==> config.mk <==
export PLATFORM = sky130hd
export DESIGN_NAME = tbase_timer
export DESIGN_NICKNAME = d
export VERILOG_FILES = /design/src/rtl/tbase_pkg.sv /design/src/rtl/tbase_counter.sv /design/src/rtl/tbase_flag.sv /design/src/rtl/tbase_idle.sv /design/src/rtl/tbase_timer.sv
export SDC_FILE = /design/constraint.sdc
export NUM_CORES = 1
export LEC_CHECK = 0
export BUFFER_PORTS_ARGS = -buffer_cell sky130_fd_sc_hd__buf_2
export CAP_MARGIN = 20
export CORE_MARGIN = 2
export CORE_UTILIZATION = 42
export CTS_BUF_LIST = sky130_fd_sc_hd__clkbuf_16
export DETAILED_ROUTE_END_ITERATION = 8
export GPL_ROUTABILITY_DRIVEN = 1
export HOLD_SLACK_MARGIN = 0.06
export PLACE_DENSITY = 0.67
export SETUP_SLACK_MARGIN = 0.15
export SLEW_MARGIN = 20
export SYNTH_ARGS = -nofsm -noshare
export SYNTH_HDL_FRONTEND = slang
export SYNTH_SLANG_ARGS = --single-unit
==> constraint.sdc <==
create_clock -name clk -period 2 [get_ports clk]
set_clock_uncertainty 0.2 [all_clocks]
set_input_delay 0.2 -clock clk [delete_from_list [all_inputs] [get_ports clk]]
set_output_delay 0.2 -clock clk [all_outputs]
set_load 0.005 [all_outputs]
==> src/rtl/tbase_pkg.sv <==
// Package: shared definitions for the instruction-cycle time base.
// Assumes: the counter width is set by the top-level parameter.
package tbase_pkg;

    // Default counter width
    localparam int TB_CNT_W_DEF = 8;

    // Counter action selected in a cycle
    typedef enum logic [1:0] {
        CNT_HOLD = 2'd0,
        CNT_INC  = 2'd1,
        CNT_LOAD = 2'd2
    } cnt_act_t;

    // Qualified instruction strobes after enable and halt gating
    typedef struct packed {
        logic load;
        logic test;
        logic idle;
    } tb_cmd_t;

endpackage

==> src/rtl/tbase_counter.sv <==
// Module: free-running time-base counter with a synchronous load.
// Does: advances by one per enabled cycle, or takes a loaded value instead,
//       and flags the cycle in which it steps from all ones to zero.
// Assumes: the load request is already qualified by the cycle enable.
module tbase_counter
    import tbase_pkg::*;
#(
    parameter int CNT_W = TB_CNT_W_DEF
) (
    input  logic             clk,
    input  logic             rst_n,
    input  logic             tick,
    input  logic             ld_req,
    input  logic [CNT_W-1:0] ld_val,
    output logic [CNT_W-1:0] cnt_q,
    output logic             wrap
);

    localparam logic [CNT_W-1:0] CNT_MAX = {CNT_W{1'b1}};
    localparam logic [CNT_W-1:0] CNT_ONE = {{(CNT_W-1){1'b0}}, 1'b1};

    cnt_act_t act;

    // Choose the counter action: a load wins over an increment
    always_comb begin
        if (ld_req)
            act = CNT_LOAD;
        else if (tick)
            act = CNT_INC;
        else
            act = CNT_HOLD;
    end

    // A wrap happens only on a real increment from the top value
    assign wrap = (act == CNT_INC) && (cnt_q == CNT_MAX);

    // Counter register update
    always_ff @(posedge clk) begin
        if (!rst_n)
            cnt_q <= '0;
        else begin
            unique case (act)
                CNT_LOAD: cnt_q <= ld_val;
                CNT_INC:  cnt_q <= cnt_q + CNT_ONE;
                default:  cnt_q <= cnt_q;
            endcase
        end
    end

endmodule

==> src/rtl/tbase_flag.sv <==
// Module: sticky overflow latch.
// Does: sets on a wrap or on a load with the top bit high. Clears on a
//       granted test request, but a set in the same cycle takes priority.
// Assumes: all inputs are single-cycle pulses already qualified upstream.
module tbase_flag (
    input  logic clk,
    input  logic rst_n,
    input  logic set_wrap,
    input  logic set_load,
    input  logic clr_req,
    output logic flag_q
);

    logic set_any;

    // Merge the two set sources
    assign set_any = set_wrap | set_load;

    // Latch update with set over clear
    always_ff @(posedge clk) begin
        if (!rst_n)
            flag_q <= 1'b0;
        else if (set_any)
            flag_q <= 1'b1;
        else if (clr_req)
            flag_q <= 1'b0;
    end

endmodule

==> src/rtl/tbase_idle.sv <==
// Module: idle controller.
// Does: raises halt after an idle request and drops it in the cycle after
//       the counter wraps. A wrap in the same cycle as the request wins.
// Assumes: enter is already gated by the enable and by halt itself.
module tbase_idle (
    input  logic clk,
    input  logic rst_n,
    input  logic enter,
    input  logic wake,
    output logic halt_q
);

    // Halt state with wake priority
    always_ff @(posedge clk) begin
        if (!rst_n)
            halt_q <= 1'b0;
        else if (wake)
            halt_q <= 1'b0;
        else if (enter)
            halt_q <= 1'b1;
    end

endmodule

==> src/rtl/tbase_timer.sv <==
// Module: top of the instruction-cycle time base.
// Does: qualifies the three instruction strobes with the cycle enable and
//       the halt state, then drives the counter, the latch and the idle
//       controller. The skip request is combinational in the test cycle.
// Assumes: strobes are valid only in cycles with cyc_en high.
module tbase_timer
    import tbase_pkg::*;
#(
    parameter int CNT_W = TB_CNT_W_DEF
) (
    input  logic             clk,
    input  logic             rst_n,
    input  logic             cyc_en,
    input  logic             load_stb,
    input  logic [CNT_W-1:0] load_val,
    input  logic             test_stb,
    output logic             skip_req,
    input  logic             idle_stb,
    output logic             halt
);

    localparam int MSB = CNT_W - 1;

    tb_cmd_t          cmd;
    logic             core_live;
    logic [CNT_W-1:0] cnt_q;
    logic             wrap;
    logic             flag_q;
    logic             halt_q;

    // The core acts only in enabled cycles while it is not halted
    assign core_live = cyc_en & ~halt_q;

    // Qualify the instruction strobes
    always_comb begin
        cmd.load = core_live & load_stb;
        cmd.test = core_live & test_stb;
        cmd.idle = core_live & idle_stb;
    end

    tbase_counter #(.CNT_W(CNT_W)) u_cnt (
        .clk    (clk),
        .rst_n  (rst_n),
        .tick   (cyc_en),
        .ld_req (cmd.load),
        .ld_val (load_val),
        .cnt_q  (cnt_q),
        .wrap   (wrap)
    );

    tbase_flag u_flag (
        .clk      (clk),
        .rst_n    (rst_n),
        .set_wrap (wrap),
        .set_load (cmd.load & load_val[MSB]),
        .clr_req  (cmd.test),
        .flag_q   (flag_q)
    );

    tbase_idle u_idle (
        .clk    (clk),
        .rst_n  (rst_n),
        .enter  (cmd.idle),
        .wake   (wrap),
        .halt_q (halt_q)
    );

    assign skip_req = cmd.test & flag_q;
    assign halt     = halt_q;

endmodule

==> load_flow_metrics.sql <==
INSERT INTO impl_metrics (metric_group, metric, value, unit) VALUES
('critical_path', 'critical_path_required', '1920', 'ps'),
('finish', 'nets', '105', ''),
('detailed_routing', 'drt_drc_violations_left', '0', ''),
('timing', 'worst_pin_slew', '272', 'ps'),
('clock_tree', 'cts_resized', '0', ''),
('pwr', 'comb_power_share', '11.3', '%'),
('place', 'place.port_buffers', '15', ''),
('clock_tree', 'cts_tree', 'built', ''),
('critical_path', 'criticalPathCategory', 'flip-flop to flip-flop', ''),
('clock_tree', 'clk_path_buf_depth', '2', ''),
('timing', 'worst_slew_margin_rel', '81.6', '%'),
('pwr', 'irDropWorstVdd', '0.795', 'mV'),
('detailed_routing', 'drt.antenna.violating_nets', '0', ''),
('timing', 'timing.final.hold_violations', '0', ''),
('hold_path', 'min_path_type', 'input port to flip-flop', ''),
('floorplan', 'design.portCount', '16', ''),
('grt', 'grt_start_max_net_pins', '15', ''),
('logic_synthesis', 'synth_area', '563', 'sq um'),
('floorplan', 'placement_rows', '13', ''),
('timing', 'setup_total_negative_slack', '0', 'ps'),
('clock_tree', 'cts_setup_buffers', '0', ''),
('critical_path', 'worst_setup_path_end_kind', 'flip-flop', ''),
('grt', 'first_global_vias', '479', ''),
('logic_synthesis', 'yosys_warnings', '0', ''),
('logic_synthesis', 'synth_async_sr_flop_share', '0', '%'),
('place', 'postPlaceCellArea', '652', 'sq um'),
('pwr', 'seq_power_share', '34.9', '%'),
('timing', 'setup_viol', '0', ''),
('critical_path', 'cp_slowest_cell', 'sky130_fd_sc_hd__dfxtp_1', ''),
('logic_synthesis', 'synth_top_cell_area_share', '35.6', '%'),
('timing', 'hold-worst-slack', '76.6', 'ps'),
('pwr', 'intPower', '0.514', 'mW'),
('status', 'run_status', 'complete, no violations', ''),
('clock_tree', 'cts_root_buf', 'sky130_fd_sc_hd__clkbuf_16', ''),
('floorplan', 'die_h', '40.6', 'microns'),
('critical_path', 'timing.critical_path.fanout_max', '5', ''),
('floorplan', 'floorplan.die.width', '40.6', 'microns'),
('finish', 'drive_gt1_share', '24.7', '%'),
('logic_synthesis', 'syn_area_per_cell', '8.16', 'sq um'),
('finish', 'area_growth', '33.3', '%'),
('pwr', 'swShare', '21.7', '%'),
('finish', 'final_core_util', '59.2', '%'),
('logic_synthesis', 'syn-num-nets', '84', ''),
('finish', 'diodes', '0', ''),
('detailed_routing', 'route.final.wire_length', '1230', 'microns'),
('clock_tree', 'cts-htree-levels', '1', ''),
('detailed_routing', 'drt_pass1_iterations', '4', ''),
('logic_synthesis', 'synth_flop_cell', 'sky130_fd_sc_hd__dfxtp_1', ''),
('timing', 'fin_crit', '1560', 'ps'),
('pwr', 'p_switching', '0.143', 'mW'),
('logic_synthesis', 'ys_seq_area_share', '35.6', '%'),
('run', 'drv.max_cap_violation_count', '0', ''),
('grt', 'grt_overflow', '0', ''),
('pwr', 'power_frac_clock', '53.9', '%'),
('critical_path', 'arrival_time_at_the_worst_endpoint', '1480', 'ps'),
('grt', 'grt_first_pass_wirelength', '2040', 'microns'),
('floorplan', 'placeableCoreArea', '1270', 'sq um'),
('detailed_routing', 'drt_iter0_drc', '9', ''),
('place', 'place_congestion', '0.753', ''),
('logic_synthesis', 'synth_cell_type_count', '32', ''),
('timing', 'rsz_0062_raised_after_global_routing', 'false', ''),
('critical_path', 'critical_path.cell_chain', 'and3_4, nand3_2, or3_1, nor3b_1', ''),
('logic_synthesis', 'postSynthCellCount', '69', ''),
('clock_tree', 'number_of_sinks_handled_by_clock_tree_synthesis', '10', ''),
('logic_synthesis', 'synth-seq-cells', '10', ''),
('logic_synthesis', 'synth.top_cells.by_area', 'sky130_fd_sc_hd__dfxtp_1 36%, sky130_fd_sc_hd__nand2_1 8.0%, sky130_fd_sc_hd__a21oi_1 5.3%', ''),
('timing', 'post-route-period-util', '78.0', '%'),
('logic_synthesis', 'synth_largest_area_cell', 'sky130_fd_sc_hd__dfxtp_1', ''),
('clock_tree', 'insertion_delay', '240', 'ps'),
('clock_tree', 'ctsHoldBuffers', '2', ''),
('detailed_routing', 'wire_per_inst', '11.9', 'microns');
registers in the layout, indices dropped and copies added, names as in the netlist:
register / count
u_flag.flag_q: 1
u_idle.halt_q: 1
u_cnt.cnt_q: 8
final timing paths:
check | endpoint | slack, ps | cells past startpoint | startpoint
worst min-delay path | u_cnt.cnt_q[3] | 80 | 3 | load_val[3]
worst max register to register | u_idle.halt_q | 440 | 4 | u_cnt.cnt_q[3]
worst max-delay path | u_idle.halt_q | 440 | 4 | u_cnt.cnt_q[3]
worst min register to register | u_cnt.cnt_q[0] | 290 | 2 | u_cnt.cnt_q[0]
per-stage QoR:
stage	std cells	worst slack, ps
2_1_floorplan	69	565
5_1_grt	104	355
4_1_cts	104	445
3_3_place_gp	98	463
3_5_place_dp	98	454
6_report	104	440
layout make-up:
type / instances / area [sq um]
clock buffers: 3 / 75.1
clock inverters: 1 / 3.75
fillers: 123 / 518
inverters: 2 / 7.51
multi-input cells: 56 / 350
flip-flops and latches: 10 / 200
well taps: 15 / 18.8
repair buffers: 17 / 95.1
metal layers:
| metal | wire length, microns | vias up | global-route usage, % |
|---|---|---|---|
| met4 | 21 | 0 | 5.00 |
| met1 | 597 | 247 | 23.3 |
| li1 | - | 294 | - |
| met5 | 0 | - | 0 |
| met2 | 558 | 9 | 30.2 |
| met3 | 54 | 2 | 10.3 |
critical path: cells and delay by family (launching register included):
kind / cells / cell delay [ps]
AND/OR/NAND/NOR: 4 / 850
flip-flops: 1 / 390
power by group through the flow:
stage	registers (mW)	clock network [mW]	logic, mW
global route	0.231	0.376	0.0843
detailed placement	0.232	0	0.0710
global placement	0.232	0	0.0706
CTS	0.229	0.364	0.0743
finish	0.229	0.354	0.0740
floorplan	0.229	0	0.0468
cells in the final DEF (no fill, tap or decap), types with 2 or more instances in the layout:
| cell | n |
|---|---|
| sky130_fd_sc_hd__buf_2 | 15 |
| sky130_fd_sc_hd__nand2_1 | 12 |
| sky130_fd_sc_hd__dfxtp_1 | 10 |
| sky130_fd_sc_hd__a21oi_1 | 6 |
| sky130_fd_sc_hd__nand3_1 | 4 |
| sky130_fd_sc_hd__nor2_1 | 3 |
| sky130_fd_sc_hd__a31oi_1 | 3 |
| sky130_fd_sc_hd__nand4_1 | 3 |
| sky130_fd_sc_hd__clkbuf_16 | 3 |
| sky130_fd_sc_hd__and2_1 | 2 |
| sky130_fd_sc_hd__or3_1 | 2 |
| sky130_fd_sc_hd__clkinv_1 | 2 |
| sky130_fd_sc_hd__a211oi_1 | 2 |
| sky130_fd_sc_hd__dlygate4sd3_1 | 2 |
synth_stat cells, types with 2 or more instances:
cell type and instances:
sky130_fd_sc_hd__nand4_1 3, sky130_fd_sc_hd__nand2_1 12, sky130_fd_sc_hd__a21oi_1 6, sky130_fd_sc_hd__dfxtp_1 10, sky130_fd_sc_hd__a211oi_1 2, sky130_fd_sc_hd__nor2_1 3
sky130_fd_sc_hd__nand3_1 4, sky130_fd_sc_hd__a31oi_1 3, sky130_fd_sc_hd__and2_1 2, sky130_fd_sc_hd__or3_1 2
kinds of logic (layout without fill, tap and decap cells):
| logic type | count (synthesis) | count (layout) | share of synthesized area (%) |
|---|---|---|---|
| buffers and inverters | 3 | 23 | 2.22 |
| XOR/XNOR | 2 | 2 | 3.11 |
| adder cells (fa/ha/maj) | 1 | 1 | 2.22 |
| AO/OA/AOI/OAI | 17 | 17 | 19.8 |
| AND/OR/NAND/NOR | 35 | 35 | 35.3 |
| multiplexers | 1 | 1 | 1.78 |
| flip-flops | 10 | 10 | 35.6 |
No activity file was read; power rests on OpenSTA's default activity.
